**src/rtl/hbf_pkg.sv**
```systemverilog
package hbf_pkg;
    typedef enum logic [1:0] {
        ST_IDLE   = 2'd0,
        ST_WBURST = 2'd1,
        ST_RBURST = 2'd2
    } dma_state_t;
endpackage

```
**src/rtl/hbf_fifo.sv**
```systemverilog
module hbf_fifo #(
    parameter int DW    = 32,
    parameter int DEPTH = 8,
    localparam int PW   = $clog2(DEPTH)
) (
    input  logic          clk,
    input  logic          rst_n,
    input  logic          clr,
    input  logic          push,
    input  logic [DW-1:0] din,
    input  logic          pop,
    output logic [DW-1:0] dout,
    output logic [PW:0]   count,
    output logic          full,
    output logic          empty
);
    logic [DW-1:0] mem [DEPTH];
    logic [PW:0]   wptr;
    logic [PW:0]   rptr;
    logic          do_push;
    logic          do_pop;

    assign count   = wptr - rptr;
    assign full    = (count == (PW+1)'(DEPTH));
    assign empty   = (count == '0);
    assign do_push = push && !full;
    assign do_pop  = pop && !empty;
    assign dout    = mem[rptr[PW-1:0]];

    always_ff @(posedge clk) begin
        if (do_push) begin
            mem[wptr[PW-1:0]] <= din;
        end
    end

    always_ff @(posedge clk) begin
        if (!rst_n) begin
            wptr <= '0;
            rptr <= '0;
        end else if (clr) begin
            wptr <= '0;
            rptr <= '0;
        end else begin
            if (do_push) wptr <= wptr + 1'b1;
            if (do_pop)  rptr <= rptr + 1'b1;
        end
    end
endmodule

```
**src/rtl/hbf_dma.sv**
```systemverilog
module hbf_dma
    import hbf_pkg::*;
#(
    parameter int AW    = 32,
    parameter int DEPTH = 8,
    parameter int BURST = 4,
    localparam int CW   = $clog2(DEPTH) + 1,
    localparam int BW   = $clog2(BURST + 1)
) (
    input  logic          clk,
    input  logic          rst_n,
    input  logic [CW-1:0] wcount,
    input  logic [CW-1:0] rcount,
    input  logic          wflush,
    input  logic          rflush,
    input  logic          rd_start,
    input  logic [AW-1:0] rd_addr,
    input  logic          wr_start,
    input  logic [AW-1:0] wr_addr,
    input  logic          mem_gnt,
    output logic          mem_req,
    output logic          mem_we,
    output logic [AW-1:0] mem_addr,
    output logic          wpop,
    output logic          rpush,
    output logic          rclr
);
    dma_state_t    state, state_n;
    logic [BW-1:0] beat;
    logic [BW-1:0] blen;
    logic [AW-1:0] cur_addr;
    logic [AW-1:0] wbase;
    logic [AW-1:0] rbase;
    logic          active;
    logic          pend_r;
    logic          pend_act;
    logic [AW-1:0] pend_addr;
    logic          wfl_pend;

    logic          granted;
    logic          last;
    logic [CW-1:0] wcnt_eff;
    logic [CW-1:0] rcnt_eff;
    logic          wr_go;
    logic          rd_go;
    logic [BW-1:0] wlen_new;
    logic          start_w;
    logic          start_r;

    // outputs of the machine
    always_comb begin
        mem_req  = (state != ST_IDLE);
        mem_we   = (state == ST_WBURST);
        mem_addr = cur_addr + AW'(beat);
        wpop     = (state == ST_WBURST) && mem_gnt;
        rpush    = (state == ST_RBURST) && mem_gnt;
        rclr     = pend_r && (state != ST_RBURST);
        granted  = mem_req && mem_gnt;
        last     = granted && (beat == blen - BW'(1));
    end

    // burst eligibility, counting the beat moving in this cycle
    always_comb begin
        wcnt_eff = wcount - CW'(wpop);
        rcnt_eff = rcount + CW'(rpush);
        wr_go    = (wcnt_eff >= CW'(BURST)) ||
                   ((wfl_pend || wflush) && (wcnt_eff != '0));
        rd_go    = active && !pend_r && !rflush && !rd_start &&
                   ((CW'(DEPTH) - rcnt_eff) >= CW'(BURST));
        wlen_new = (wcnt_eff >= CW'(BURST)) ? BW'(BURST) : BW'(wcnt_eff);
    end

    // next state
    always_comb begin
        state_n = state;
        start_w = 1'b0;
        start_r = 1'b0;
        unique case (state)
            ST_IDLE, ST_WBURST, ST_RBURST: begin
                if ((state == ST_IDLE) || last) begin
                    if (wr_go) begin
                        state_n = ST_WBURST;
                        start_w = 1'b1;
                    end else if (rd_go) begin
                        state_n = ST_RBURST;
                        start_r = 1'b1;
                    end else begin
                        state_n = ST_IDLE;
                    end
                end
            end
            default: state_n = ST_IDLE;
        endcase
    end

    // state register
    always_ff @(posedge clk) begin
        if (!rst_n) begin
            state <= ST_IDLE;
        end else begin
            state <= state_n;
        end
    end

    // burst bookkeeping
    always_ff @(posedge clk) begin
        if (!rst_n) begin
            beat      <= '0;
            blen      <= BW'(BURST);
            cur_addr  <= '0;
            wbase     <= '0;
            rbase     <= '0;
            active    <= 1'b0;
            pend_r    <= 1'b0;
            pend_act  <= 1'b0;
            pend_addr <= '0;
            wfl_pend  <= 1'b0;
        end else begin
            if (start_w || start_r || last) begin
                beat <= '0;
            end else if (granted) begin
                beat <= beat + 1'b1;
            end

            if (start_w) begin
                blen     <= wlen_new;
                cur_addr <= wbase;
            end else if (start_r) begin
                blen     <= BW'(BURST);
                cur_addr <= rbase;
            end

            if (wr_start) begin
                wbase <= wr_addr;
            end else if (start_w) begin
                wbase <= wbase + AW'(wlen_new);
            end

            if (rclr) begin
                rbase  <= pend_addr;
                active <= pend_act;
            end else if (start_r) begin
                rbase <= rbase + AW'(BURST);
            end

            if (rflush) begin
                pend_r   <= 1'b1;
                pend_act <= 1'b0;
            end else if (rd_start) begin
                pend_r    <= 1'b1;
                pend_act  <= 1'b1;
                pend_addr <= rd_addr;
            end else if (rclr) begin
                pend_r <= 1'b0;
            end

            if (wflush) begin
                wfl_pend <= 1'b1;
            end else if ((wcount == '0) && (state != ST_WBURST)) begin
                wfl_pend <= 1'b0;
            end
        end
    end
endmodule

```
**src/rtl/host_burst_fifos.sv**
```systemverilog
module host_burst_fifos #(
    parameter int DW    = 32,
    parameter int AW    = 32,
    parameter int DEPTH = 8,
    parameter int BURST = 4,
    localparam int CW   = $clog2(DEPTH) + 1
) (
    input  logic          clk,
    input  logic          rst_n,
    input  logic          hw_valid,
    input  logic [DW-1:0] hw_data,
    input  logic          hr_pop,
    output logic [DW-1:0] hr_data,
    output logic          host_ready,
    input  logic          wr_start,
    input  logic [AW-1:0] wr_addr,
    input  logic          rd_start,
    input  logic [AW-1:0] rd_addr,
    input  logic          wflush,
    input  logic          rflush,
    output logic          mem_req,
    output logic          mem_we,
    output logic [AW-1:0] mem_addr,
    output logic [DW-1:0] mem_wdata,
    input  logic          mem_gnt,
    input  logic [DW-1:0] mem_rdata
);
    logic [CW-1:0] wcount;
    logic [CW-1:0] rcount;
    logic          wfull;
    logic          wempty;
    logic          rfull;
    logic          rempty;
    logic          wpop;
    logic          rpush;
    logic          rclr;

    assign host_ready = !((hw_valid && wfull) || (hr_pop && rempty));

    hbf_fifo #(.DW(DW), .DEPTH(DEPTH)) i_wfifo (
        .clk   (clk),
        .rst_n (rst_n),
        .clr   (1'b0),
        .push  (hw_valid),
        .din   (hw_data),
        .pop   (wpop),
        .dout  (mem_wdata),
        .count (wcount),
        .full  (wfull),
        .empty (wempty)
    );

    hbf_fifo #(.DW(DW), .DEPTH(DEPTH)) i_rfifo (
        .clk   (clk),
        .rst_n (rst_n),
        .clr   (rclr),
        .push  (rpush),
        .din   (mem_rdata),
        .pop   (hr_pop),
        .dout  (hr_data),
        .count (rcount),
        .full  (rfull),
        .empty (rempty)
    );

    hbf_dma #(.AW(AW), .DEPTH(DEPTH), .BURST(BURST)) i_dma (
        .clk      (clk),
        .rst_n    (rst_n),
        .wcount   (wcount),
        .rcount   (rcount),
        .wflush   (wflush),
        .rflush   (rflush),
        .rd_start (rd_start),
        .rd_addr  (rd_addr),
        .wr_start (wr_start),
        .wr_addr  (wr_addr),
        .mem_gnt  (mem_gnt),
        .mem_req  (mem_req),
        .mem_we   (mem_we),
        .mem_addr (mem_addr),
        .wpop     (wpop),
        .rpush    (rpush),
        .rclr     (rclr)
    );
endmodule

```
**config.mk**
```make
export PLATFORM = sky130hd
export DESIGN_NAME = host_burst_fifos
export DESIGN_NICKNAME = d
export VERILOG_FILES = /design/src/rtl/hbf_pkg.sv /design/src/rtl/hbf_fifo.sv /design/src/rtl/hbf_dma.sv /design/src/rtl/host_burst_fifos.sv
export SDC_FILE = /design/constraint.sdc
export NUM_CORES = 1
export LEC_CHECK = 0
export CAP_MARGIN = 15
export CORE_MARGIN = 2
export CORE_UTILIZATION = 30
export DETAILED_ROUTE_END_ITERATION = 16
export GPL_ROUTABILITY_DRIVEN = 0
export PLACE_DENSITY = 0.45
export REMOVE_ABC_BUFFERS = 1
export SYNTH_ARGS = -nofsm -noshare
export SYNTH_HDL_FRONTEND = slang
export SYNTH_SLANG_ARGS = --single-unit
```
**constraint.sdc**
```tcl
create_clock -name clk -period 5 [get_ports clk]
set_input_delay 1 -clock clk [delete_from_list [all_inputs] [get_ports clk]]
set_output_delay 1 -clock clk [all_outputs]
set_load 0.02 [all_outputs]
```
== After elaboration in Yosys (flattened, before gate mapping) ==
Memory sizes are Yosys's and may differ from the RTL's. A register that Yosys moved wholly into a read port is not among the register bits.
Index checks and enable logic that the tools add are counted.

* Add/sub/neg operators: 14
* $lt $le $gt $ge: 2
* Equality and inequality tests: 7
* Multiplexer cells: 31
* Bitwise operators: 2
* Reductions and logical operators: 47

{| class="wikitable"
|+ Operators with widths
! operator !! count
|-
| 32-bit two-way mux || 6
|-
| 32-bit by 3-bit adder with 32-bit output || 2
|-
| 32-bit by 3-bit adder with 32-bit output, second input constant || 1
|-
| 3-bit two-way mux || 7
|-
| 1-bit logical AND || 17
|-
| 4-bit by 1-bit adder with 4-bit output, second input constant || 4
|-
| 1-bit two-way mux || 16
|-
| 2-bit nonzero test || 5
|-
| 4-bit == test, second input constant || 2
|-
| 4-bit by 3-bit greater-or-equal comparator with 1-bit output, second input constant || 2
|-
| 1-bit logical NOT || 8
|-
| 4-bit logical NOT || 2
|-
| 4-bit subtractor || 2
|-
| 1-bit logical OR || 6
|-
| 2-bit OR reduction || 3
|-
| 4-bit by 1-bit adder with 4-bit output || 1
|-
| 2-bit two-way mux || 2
|-
| 2-bit AND reduction || 2
|-
| 4-bit nonzero test || 1
|-
| 4-bit by 1-bit subtractor with 4-bit output || 1
|-
| 4-bit subtractor, first input constant || 1
|-
| 3-bit by 1-bit adder with 3-bit output, second input constant || 1
|-
| 3-bit == test || 1
|-
| 3-bit nonzero test || 1
|-
| other kinds (8) || 9
|}

* Register bits: 156
* RAM bits: 512
* Bits of input ports: 137
* Output and inout bits: 99
* Logic and storage cells: 120
* Memories: 2

{| class="wikitable"
|+ Memories
! name !! depth !! bits a word !! rd ports !! clocked after memory_dff !! wr ports !! RTL line !! RTL
|-
| i_rfifo.mem || 8 || 32 || 1 || 1 || 1 || hbf_fifo.sv:17 || <nowiki>logic [DW-1:0] mem [DEPTH];</nowiki>
|-
| i_wfifo.mem || 8 || 32 || 1 || 1 || 1 || hbf_fifo.sv:17 ||
|}

== Logic depth before layout (Yosys ltp) ==
Gate-level depths: netlist (run 1).

* Depth after elaboration: 13
* Mapped depth: 19
* Mapped depth without buffers: 17

== Modules after synthesis ==
A second synthesis (run 1) with hierarchy kept.

* Cell total of the unflattened synthesis: 1882
* Area, all modules: 28310.9 um^2

{| class="wikitable"
|+ By module, submodules not included
! module !! instances !! cells an instance !! area each (um^2)
|-
| hbf_fifo || 2 || 456 || 10266.1
|-
| hbf_dma || 1 || 968 || 7762.4
|-
| host_burst_fifos || 1 || 2 || 16.3
|}

== Worst setup path after synthesis (run 1) ==
No wires, ideal clock.

* Path type: reg2reg
* From: reg i_wfifo.rptr[2]
* To: mem i_wfifo.mem[0][0], enable pin
* Arrival: 4807 ps
* Path slack: -310 ps
* Cell stages (with the launch flop): 8
* Path buffers: 0
* Clock period less this slack: 5310 ps
* Cell sequence: dfxtp_1 > inv_1 > ha_1 > a21oi_1 > o21ai_1 > xnor2_1 > o21ai_1 > nor4_1

* Cells in the longest elaborated chain, start to end: 6

{| class="wikitable"
|+ RTL lines
! what !! RTL line !! RTL
|-
| start: declaration || hbf_fifo.sv:19 || <nowiki>logic [PW:0] rptr;</nowiki>
|-
| start signal: assignment || hbf_fifo.sv:45 || <nowiki>if (do_pop) rptr <= rptr + 1'b1;</nowiki>
|-
| 4-bit subtractor || hbf_fifo.sv:23 || <nowiki>assign count = wptr - rptr;</nowiki>
|-
| 4-bit == test || hbf_fifo.sv:24 || <nowiki>assign full = (count == (PW+1)'(DEPTH));</nowiki>
|-
| 1-bit logical NOT || hbf_fifo.sv:26 || <nowiki>assign do_push = push && !full;</nowiki>
|-
| 1-bit logical AND || hbf_fifo.sv:26 ||
|-
| 1-bit two-way mux || hbf_fifo.sv:31 || <nowiki>if (do_push) begin</nowiki>
|-
| 1-bit two-way mux (implied by the code) || hbf_fifo.sv:32 || <nowiki>mem[wptr[PW-1:0]] <= din;</nowiki>
|-
| end: declaration || hbf_fifo.sv:17 ||
|}

Every way passes these cells.

== Worst setup path in the final report (run 1) ==
* From: reg i_dma.beat[0]
* To: out mem_addr[30]

* Cells in the longest elaborated chain, start to end: 1

{| class="wikitable"
|+ RTL lines
! what !! RTL line !! RTL
|-
| start: declaration || hbf_dma.sv:29 || <nowiki>logic [BW-1:0] beat;</nowiki>
|-
| start signal: assignment || hbf_dma.sv:122 || <nowiki>beat <= beat + 1'b1;</nowiki>
|-
| 32-bit by 3-bit adder with 32-bit output || hbf_dma.sv:54 || <nowiki>mem_addr = cur_addr + AW'(beat);</nowiki>
|-
| end: declaration || host_burst_fifos.sv:23 || <nowiki>output logic [AW-1:0] mem_addr,</nowiki>
|}

Every way passes these cells.

==> impl_metrics.ini, run 1 <==
[routing]
wl_per_cell_um = 21.38
drt-total-wl_um = 74160
drc = 0
viasPerCell = 4.903
ant_nets = 0
routed-via-count = 17000
drt_iter0_drc = 1173
drt_first_pass_iters = 5

[power]
p_per_area_nw_per_um2 = 422.4
cellLeakagePower_uw = 0.01085
power_uw = 14680
peakVddDrop_mv = 0.2891

[die]
die_width_um = 310.3
initial_utilization_pct = 30.21
die-area_sq_um = 96290
ioPinCount = 236
die_h_um = 310.3
rows = 112
core-area_sq_um = 93190

[synth]
yosysSeqAreaShare_pct = 66.14
syn_area_sq_um = 28150
synth.avg_cell_area_sq_um = 14.82
synth_edf_count = 512
synthArstFlopShare_pct = 0
yosys_warnings = 0
netlist_instances = 1899
ys_types = 71
ys.flop_type = edfxtp_1
synth_seq_cells = 674

[job]
maxCapViolCount = 0

[clock_tree]
h-tree-depth = 3
cts_hold_buf = 0
cts_buffers = 78
cts.repair.resized = 0
cts_setup_buffers = 0
clock-sinks = 674
cts.path.max_buffers = 3
clk_pin_slew_worst_paths_ps = 50
cts-root-buf = clkbuf_16
cts_tree = yes
worstSkewPairLatency_ps = 630

[sta]
finClkSkew_ps = 32.71
max_slew_margin_pct = 24.27
fin_ws_ps = 373.5
whs_ps = 456.0
grt_setup_unrepaired = false
finalHoldViolations = 0
fin_crit_sh_pct = 92.53
setup-violations-final = 0
max_freq_mhz = 216.1
slew_violations = 0
min_period_ps = 4627
worstMarginPinSlew_ps = 1136
fin_tns_setup_ps = 0

[setup_path]
critPathTopFamily = simple AND/OR/NAND/NOR gates
cp_max_fo = 5
r2r_cells = 16
crit_buf_inv = 2
cpPeakStageDelay_ps = 640
cp.depth = 10
path_class = flip-flop to output pin
critPathLaunchType = flip-flop
worstPathCellList = ha_1 -> inv_1 -> fa_1 -> nor2b_1 -> o21bai_1 -> nor3_2 -> and3_1 -> nand3_1 -> xnor2_1 -> clkdlybuf4s50_1
cp.arrival_ps = 3630
required_ps = 4000
rrSetupSlack_ps = 560
rr_endpoint = i_dma.wbase[20]$_SDFFE_PN0P_
r2r-start = i_wfifo.wptr[0]$_SDFFE_PN0P_
crit_slowest_cell = clkdlybuf4s50_1
end_kind = output pin

[outcome]
status = complete, no violations

[place]
io_buffers = 235
pre_cts_ws_ps = 305.5
dp_hpwl_um = 45660
placed_area_sq_um = 32190

[grt]
overflow = 0
grt_first_pass_wirelength_um = 111600
grt_max_degree = 83
grt_use_total_pct = 15.49
antenna_found_initial = 4
grt_pass1_vias = 17960

[final_layout]
layout-drive-gt1-share_pct = 17.75
final_cell_area_sq_um = 34760
nets = 2319
mostFrequentLayoutCells = 512 x edfxtp_1, 234 x clkdlybuf4s50_1, 219 x nand2_1
area_growth_pct = 23.47
fill_cells = 8858
diodes = 0
layout_commonest_cell = edfxtp_1

[worst_hold_path]
whs_path_depth = 2
hold_start = i_dma.pend_addr[21]$_SDFFE_PN0P_
min_to = i_dma.pend_addr[21]$_SDFFE_PN0P_
hold_class = flip-flop to flip-flop
==> routing by layer <==
metal | vias to the layer above | part of all wire [%] | global-route usage (%)
li1 | 7880 | - | -
met1 | 8625 | 42 | 19.40
met2 | 374 | 50 | 26.96
met3 | 119 | 4.1 | 2.724
met4 | 6 | 2.9 | 5.269
met5 | - | 0.049 | 0
==> metrics by stage <==
| step | utilization, % | std cells |
|---|---|---|
| floorplan | - | 1793 |
| global placement | 34.52 | 3327 |
| detailed placement | 34.54 | 3328 |
| CTS | 37.29 | 3468 |
| global route | 37.30 | 3468 |
| finish | 37.30 | 3468 |
==> area by class of cell <==
type / count / area, sq um / share of cell area, %
timing repair buffer: 281 / 2775 / 7.985
clock inverter: 37 / 488.0 / 1.404
multi-input combinational: 1088 / 9100 / 26.18
sequential: 674 / 18630 / 53.60
clock buffer: 103 / 2077 / 5.976
inverter: 31 / 116.4 / 0.3348
tap: 1254 / 1569 / 4.514
==> cells by family (layout without fill, tap and decap cells) <==
group,after synthesis,in the layout,share of synthesized area [%]
buffers and inverters,137,452,1.943
AND/OR/NAND/NOR,475,475,7.912
adder cells (fa/ha/maj),29,29,1.391
flip-flops,674,674,66.14
AO/OA/AOI/OAI,305,305,6.850
XOR/XNOR,80,80,2.703
multiplexers,199,199,13.06
==> worst register-to-register path: stages, from the launching register on <==
cell	delay (ps)
dfxtp_1	490
inv_1	210
ha_1	250
fa_1	400
xor2_1	200
and3_2	260
xnor3_1	310
nand2b_1	180
nor2_1	140
ha_1	180
inv_1	60
fa_1	390
inv_1	90
a21o_1	260
o211ai_4	210
or4_1	570
a31oi_1	180
==> power by group <==
group,total [uW],internal [uW],switching (uW)
registers,6500,6280,217
logic,2500,1040,1460
clock network,5680,3370,2320
==> flip-flops by register name, summed over array words and instances (netlist names), 2 cells and up, named ones only <==
| name | count |
|---|---|
| i_dma.wbase | 32 |
| i_rfifo.rptr | 4 |
| i_dma.pend_addr | 32 |
| i_dma.cur_addr | 32 |
| i_rfifo.mem | 256 |
| i_wfifo.rptr | 4 |
| i_dma.blen | 3 |
| i_wfifo.mem | 256 |
| i_wfifo.wptr | 4 |
| i_dma.state | 2 |
| i_dma.beat | 3 |
| i_rfifo.wptr | 4 |
| i_dma.rbase | 32 |
==> cells in the mapped netlist (3+ instances only) <==
| master | number | area (sq um) |
|---|---|---|
| a311o_1 | 3 | 30.03 |
| nand4_1 | 35 | 219.0 |
| a2111oi_2 | 4 | 60.06 |
| a211oi_1 | 11 | 82.58 |
| nor2b_1 | 8 | 50.05 |
| nor2_1 | 71 | 266.5 |
| a22oi_1 | 11 | 82.58 |
| xor2_1 | 22 | 192.7 |
| nand2_1 | 219 | 822.0 |
| o211ai_1 | 3 | 22.52 |
| or3_1 | 11 | 68.82 |
| o21ai_0 | 79 | 395.4 |
| xnor3_1 | 3 | 67.56 |
| dfxtp_1 | 162 | 3243 |
| o21a_1 | 7 | 52.55 |
| a21boi_0 | 4 | 30.03 |
| ha_1 | 24 | 300.3 |
| clkbuf_1 | 71 | 266.5 |
| fa_1 | 4 | 80.08 |
| and3_1 | 13 | 81.33 |
| buf_1 | 16 | 60.06 |
| and4_1 | 6 | 52.55 |
| xnor2_1 | 54 | 473.0 |
| and2_1 | 8 | 50.05 |
| nor4_1 | 12 | 75.07 |
| a31oi_1 | 60 | 375.4 |
| nand2b_1 | 8 | 50.05 |
| nor3_1 | 17 | 85.08 |
| o21ai_1 | 4 | 20.02 |
| mux4_2 | 128 | 2883 |
| edfxtp_1 | 512 | 15370 |
| nor3b_1 | 4 | 30.03 |
| a32oi_1 | 3 | 26.28 |
| nand3_1 | 45 | 225.2 |
| mux2_2 | 66 | 743.2 |
| mux2i_1 | 5 | 50.05 |
| inv_1 | 30 | 112.6 |
| or4_1 | 9 | 67.56 |
| a21o_1 | 8 | 60.06 |
| a21oi_1 | 72 | 360.4 |
| buf_2 | 17 | 85.08 |
| o31ai_1 | 14 | 105.1 |
==> how the worst max path moves through the flow <==
| stage | start | endpoint | slack [ps] |
|---|---|---|---|
| after CTS | i_dma.beat[0]$_SDFFE_PP0P_ | mem_addr[28] | 120 |
| after global placement | mem_gnt | i_dma.wbase[28]$_SDFFE_PN0P_ | 420 |
| after global routing | i_dma.beat[0]$_SDFFE_PP0P_ | mem_addr[28] | 70 |
| after floorplan | i_wfifo.rptr[2]$_SDFFE_PN0P_ | i_wfifo.mem[0][0]$_DFFE_PP_ | -310 |
| final | i_dma.beat[0]$_SDFFE_PP0P_ | mem_addr[30] | 370 |
| after detailed placement | mem_gnt | i_dma.wbase[14]$_SDFFE_PN0P_ | 310 |
(Power assumes the default switching activity.)
==> inputs of run 2 (changes only) <==
--- a/config.mk
+++ b/config.mk
@@ -10,7 +10,7 @@
 export CORE_UTILIZATION = 30
 export DETAILED_ROUTE_END_ITERATION = 16
 export GPL_ROUTABILITY_DRIVEN = 0
-export PLACE_DENSITY = 0.45
+export PLACE_DENSITY = 0.44
 export REMOVE_ABC_BUFFERS = 1
 export SYNTH_ARGS = -nofsm -noshare
 export SYNTH_HDL_FRONTEND = slang
==> constraint.sdc (replaced) <==
create_clock -name clk -period 5.7 [get_ports clk]
set_input_delay 1.14 -clock clk [delete_from_list [all_inputs] [get_ports clk]]
set_output_delay 1.14 -clock clk [all_outputs]
set_load 0.02 [all_outputs]
==> impl_metrics.ini, run 2 (synthesis results as in run 1) <==
[outcome]
status = complete, no violations

[die]
die_h_um = 310.3
initial_utilization_pct = 30.21
die-area_sq_um = 96290
die_width_um = 310.3
rows = 112
core-area_sq_um = 93190
ioPinCount = 236

[sta]
setup-violations-final = 0
fin_tns_setup_ps = 0
fin_crit_sh_pct = 88.35
grt_setup_unrepaired = false
finalHoldViolations = 0
finClkSkew_ps = 23.94
max_freq_mhz = 198.6
max_slew_margin_pct = 25.71
whs_ps = 454.6
slew_violations = 0
worstMarginPinSlew_ps = 1105
min_period_ps = 5036

[final_layout]
layout-drive-gt1-share_pct = 17.81
fin_cells = 3472
area_growth_pct = 23.54
nets = 2320
final_cell_area_sq_um = 34770
diodes = 0
mostFrequentLayoutCells = 512 x edfxtp_1, 234 x clkdlybuf4s50_1, 219 x nand2_1
layout_commonest_cell = edfxtp_1

[setup_path]
path_class = flip-flop to output pin
end_kind = output pin
cp_max_fo = 5
worstPathCellList = ha_1 -> inv_1 -> fa_1 -> nor2b_1 -> o21bai_1 -> nor3_1 -> and3_1 -> nand3_1 -> xnor2_1 -> clkdlybuf4s50_1
required_ps = 4560
cpPeakStageDelay_ps = 640
critPathLaunchType = flip-flop
crit_slowest_cell = clkdlybuf4s50_1
cp.arrival_ps = 3900

[routing]
drt-total-wl_um = 75460
met2RoutedLength_um = 38200
drc = 0
drt_iter0_drc = 953
wl_met3_um = 3647
routed-via-count = 17090
highest_layer = met5
wl_met1_um = 31300
wl_per_cell_um = 21.73
ant_nets = 0
drt_first_pass_iters = 5
viasPerCell = 4.921

[clock_tree]
clock-sinks = 674
cts_tree = yes
worstSkewPairLatency_ps = 650
cts.path.max_buffers = 3
cts_setup_buffers = 0
cts_buffers = 81
cts_hold_buf = 0
cts.repair.resized = 0
h-tree-depth = 3
cts-root-buf = clkbuf_16
clk_pin_slew_worst_paths_ps = 60

[grt]
grt_first_pass_wirelength_um = 112700
grt_use_total_pct = 15.79
antenna_found_initial = 4
overflow = 0
grt_max_degree = 83
grt_pass1_vias = 18060

[power]
comb_power_share_pct = 16.6
intPower_uw = 9357
netSwitchingFraction_pct = 27.53
seq_power_share_pct = 44.3
p_clk_share_pct = 39.1
cellLeakagePower_uw = 0.01087
power_uw = 12910
peakVddDrop_mv = 0.1850
switchingPower_uw = 3554
p_per_area_nw_per_um2 = 371.3

[place]
numPlacedInstances = 3326
dp_hpwl_um = 46570
io_buffers = 235
placed_area_sq_um = 32140

[worst_hold_path]
hold_class = flip-flop to flip-flop

[job]
maxCapViolCount = 0
-- run 2: path summary, 6_finish.rpt --
check,from,end,cells after the start,slack [ps]
min reg2reg,i_dma.pend_addr[26]$_SDFFE_PN0P_,i_dma.pend_addr[26]$_SDFFE_PN0P_,2,450
max reg2reg,i_wfifo.wptr[0]$_SDFFE_PN0P_,i_dma.wbase[12]$_SDFFE_PN0P_,16,1220
min,i_dma.pend_addr[26]$_SDFFE_PN0P_,i_dma.pend_addr[26]$_SDFFE_PN0P_,2,450
max,i_dma.beat[0]$_SDFFE_PP0P_,mem_addr[30],10,660
-- run 2: per-layer routing --
metal	vias up	GRT usage [%]
met5	-	0
met3	126	2.867
li1	7874	-
met2	409	27.46
met1	8673	19.47
met4	4	6.022
-- run 2: critical path, delay by kind of cell (launching register included) --
| family | cells | cell delay [ps] |
|---|---|---|
| AOI/OAI and AO/OA | 1 | 110 |
| xor gates and xnor gates | 1 | 180 |
| adders and majority gates | 2 | 620 |
| buffers and inverters | 2 | 700 |
| DFF | 1 | 420 |
| and+or+nand+nor | 4 | 1220 |
-- run 2: power by group through the flow --
stage / Sequential (uW) / Combinational, uW / Clock, uW
2_1_floorplan: 5780 / 1250 / 0
3_5_place_dp: 5820 / 2160 / 0
4_1_cts: 5720 / 2170 / 5240
5_1_grt: 5750 / 2340 / 5410
3_3_place_gp: 5820 / 2130 / 0
6_report: 5720 / 2140 / 5050
-- run 2: area by class of cell --
class                           instances  area (sq um)
Timing Repair Buffer                  279          2728
Sequential cell                       674         18630
Tap cell                             1254          1569
Multi-Input combinational cell       1088          9095
Clock buffer                           98          2121
Inverter                               31         116.4
Clock inverter                         48         514.2
Fill cell                            8893         58410
-- run 2: metrics by stage --
| step | util [%] | setup slack (ps) |
|---|---|---|
| global route | 37.32 | 447.3 |
| CTS | 37.32 | 621.0 |
| global placement | 34.49 | 732.6 |
| detailed placement | 34.49 | 583.4 |
| floorplan | - | 390.5 |
| finish | 37.32 | 663.8 |
==> inputs of run 3 (changes only) <==
--- a/config.mk
+++ b/config.mk
@@ -10,8 +10,8 @@
 export CORE_UTILIZATION = 30
 export DETAILED_ROUTE_END_ITERATION = 16
 export GPL_ROUTABILITY_DRIVEN = 0
-export PLACE_DENSITY = 0.44
 export REMOVE_ABC_BUFFERS = 1
+export SETUP_SLACK_MARGIN = 0.15
 export SYNTH_ARGS = -nofsm -noshare
 export SYNTH_HDL_FRONTEND = slang
 export SYNTH_SLANG_ARGS = --single-unit
==> impl_metrics.ini, run 3 (synthesis results as in run 1) <==
[grt]
grt_use_total_pct = 14.38
grt_pass1_vias = 17640
overflow = 0
antenna_found_initial = 4
grt_first_pass_wirelength_um = 105200
grt_max_degree = 84

[routing]
drc = 0
viasPerCell = 4.940
ant_nets = 0
drt_first_pass_iters = 5
drt_iter0_drc = 1475
wl_per_cell_um = 20.31
routed-via-count = 17070
drt-total-wl_um = 70180

[final_layout]
nets = 2306
mostFrequentLayoutCells = 512 x edfxtp_1, 234 x clkdlybuf4s50_1, 219 x nand2_1
area_growth_pct = 22.59
post-route-util_pct = 37.03
layout_commonest_cell = edfxtp_1
fin_cells = 3455
layout-drive-gt1-share_pct = 17.27

[setup_path]
end_kind = output pin
r2r-start = i_wfifo.wptr[0]$_SDFFE_PN0P_
cp_max_fo = 5
required_ps = 4560
cp.arrival_ps = 3940
critPathLaunchType = flip-flop
path_class = flip-flop to output pin
rr_endpoint = i_dma.wbase[14]$_SDFFE_PN0P_
r2r_cells = 16
rrSetupSlack_ps = 1230

[clock_tree]
worstSkewPairLatency_ps = 650
h-tree-depth = 3
cts_setup_buffers = 0
cts.path.max_buffers = 3
cts-root-buf = clkbuf_16
cts_hold_buf = 0
cts_tree = yes
cts_buffers = 74
clock-sinks = 674
cts.repair.resized = 0
clk_pin_slew_worst_paths_ps = 60

[outcome]
status = complete, no violations

[die]
die_h_um = 310.3
ioPinCount = 236
die_width_um = 310.3
rows = 112
die-area_sq_um = 96290
initial_utilization_pct = 30.21
core-area_sq_um = 93190

[worst_hold_path]
hold_start = i_dma.pend_addr[19]$_SDFFE_PN0P_
whs_path_depth = 2
hold_class = flip-flop to flip-flop
min_to = i_dma.pend_addr[19]$_SDFFE_PN0P_

[place]
io_buffers = 235
numPlacedInstances = 3317
dp_hpwl_um = 42880
pre_cts_ws_ps = 669.5

[sta]
finClkSkew_ps = 50.49
fin_crit_sh_pct = 89.17
fin_tns_setup_ps = 0
fin_ws_ps = 617.2
finalHoldViolations = 0
max_freq_mhz = 196.7
grt_setup_unrepaired = false
max_slew_margin_pct = 28.72
worstMarginPinSlew_ps = 1069
setup-violations-final = 0
slew_violations = 0
min_period_ps = 5083

[power]
peakVddDrop_mv = 0.2058
cellLeakagePower_uw = 0.01075
power_uw = 12630
p_per_area_nw_per_um2 = 365.9

[job]
maxCapViolCount = 0
run 3: layout make-up:
| class | count | area [sq um] |
|---|---|---|
| Clock inverter | 44 | 490.5 |
| Sequential cell | 674 | 18630 |
| Clock buffer | 91 | 1956 |
| Tap cell | 1254 | 1569 |
| Antenna cell | 1 | 2.502 |
| Timing Repair Buffer | 272 | 2678 |
| Multi-Input combinational cell | 1088 | 9069 |
| Inverter | 31 | 116.4 |
| Fill cell | 8723 | 58680 |
run 3: worst max-delay path by stage:
stage | end | depth (start not counted) | start
2_1_floorplan | i_wfifo.mem[0][0]$_DFFE_PP_ | 7 | i_wfifo.rptr[2]$_SDFFE_PN0P_
3_3_place_gp | i_dma.wbase[12]$_SDFFE_PN0P_ | 16 | mem_gnt
3_5_place_dp | i_dma.wbase[14]$_SDFFE_PN0P_ | 16 | mem_gnt
4_1_cts | mem_addr[28] | 10 | i_dma.beat[0]$_SDFFE_PP0P_
5_1_grt | mem_addr[30] | 10 | i_dma.beat[0]$_SDFFE_PP0P_
6_report | mem_addr[28] | 10 | i_dma.beat[0]$_SDFFE_PP0P_
run 3: per-layer routing:
metal  vias up  share of wire (%)  GRT usage [%]
met5         -              0.031              0
met4         4                2.6          5.078
met3       103                6.3          2.813
met2       532                 49          24.09
met1      8574                 43          18.56
li1       7853                  -              -
run 3: per-stage QoR:
stage / hold slack [ps] / instance area [sq um]
finish: 457.8 / 34510
global route: 482.1 / 34510
CTS: 460.0 / 34460
detailed placement: 452.2 / 32020
global placement: 440.2 / 32020
floorplan: 431.4 / 27720
run 3: report_power, final:
part,switching (uW),internal [uW],total [uW]
Sequential,215,5510,5730
Clock,2030,2760,4780
Combinational,1220,894,2120
run 3: worst max-delay path, stage by stage, from the launching register on:
cell and delay [ps]:
dfxtp_1 450, ha_1 220, inv_1 50, fa_1 400, nor2b_1 210, o21bai_1 120, nor3_1 620, and3_1 320
nand3_1 120, xnor2_1 170, clkdlybuf4s50_1 630
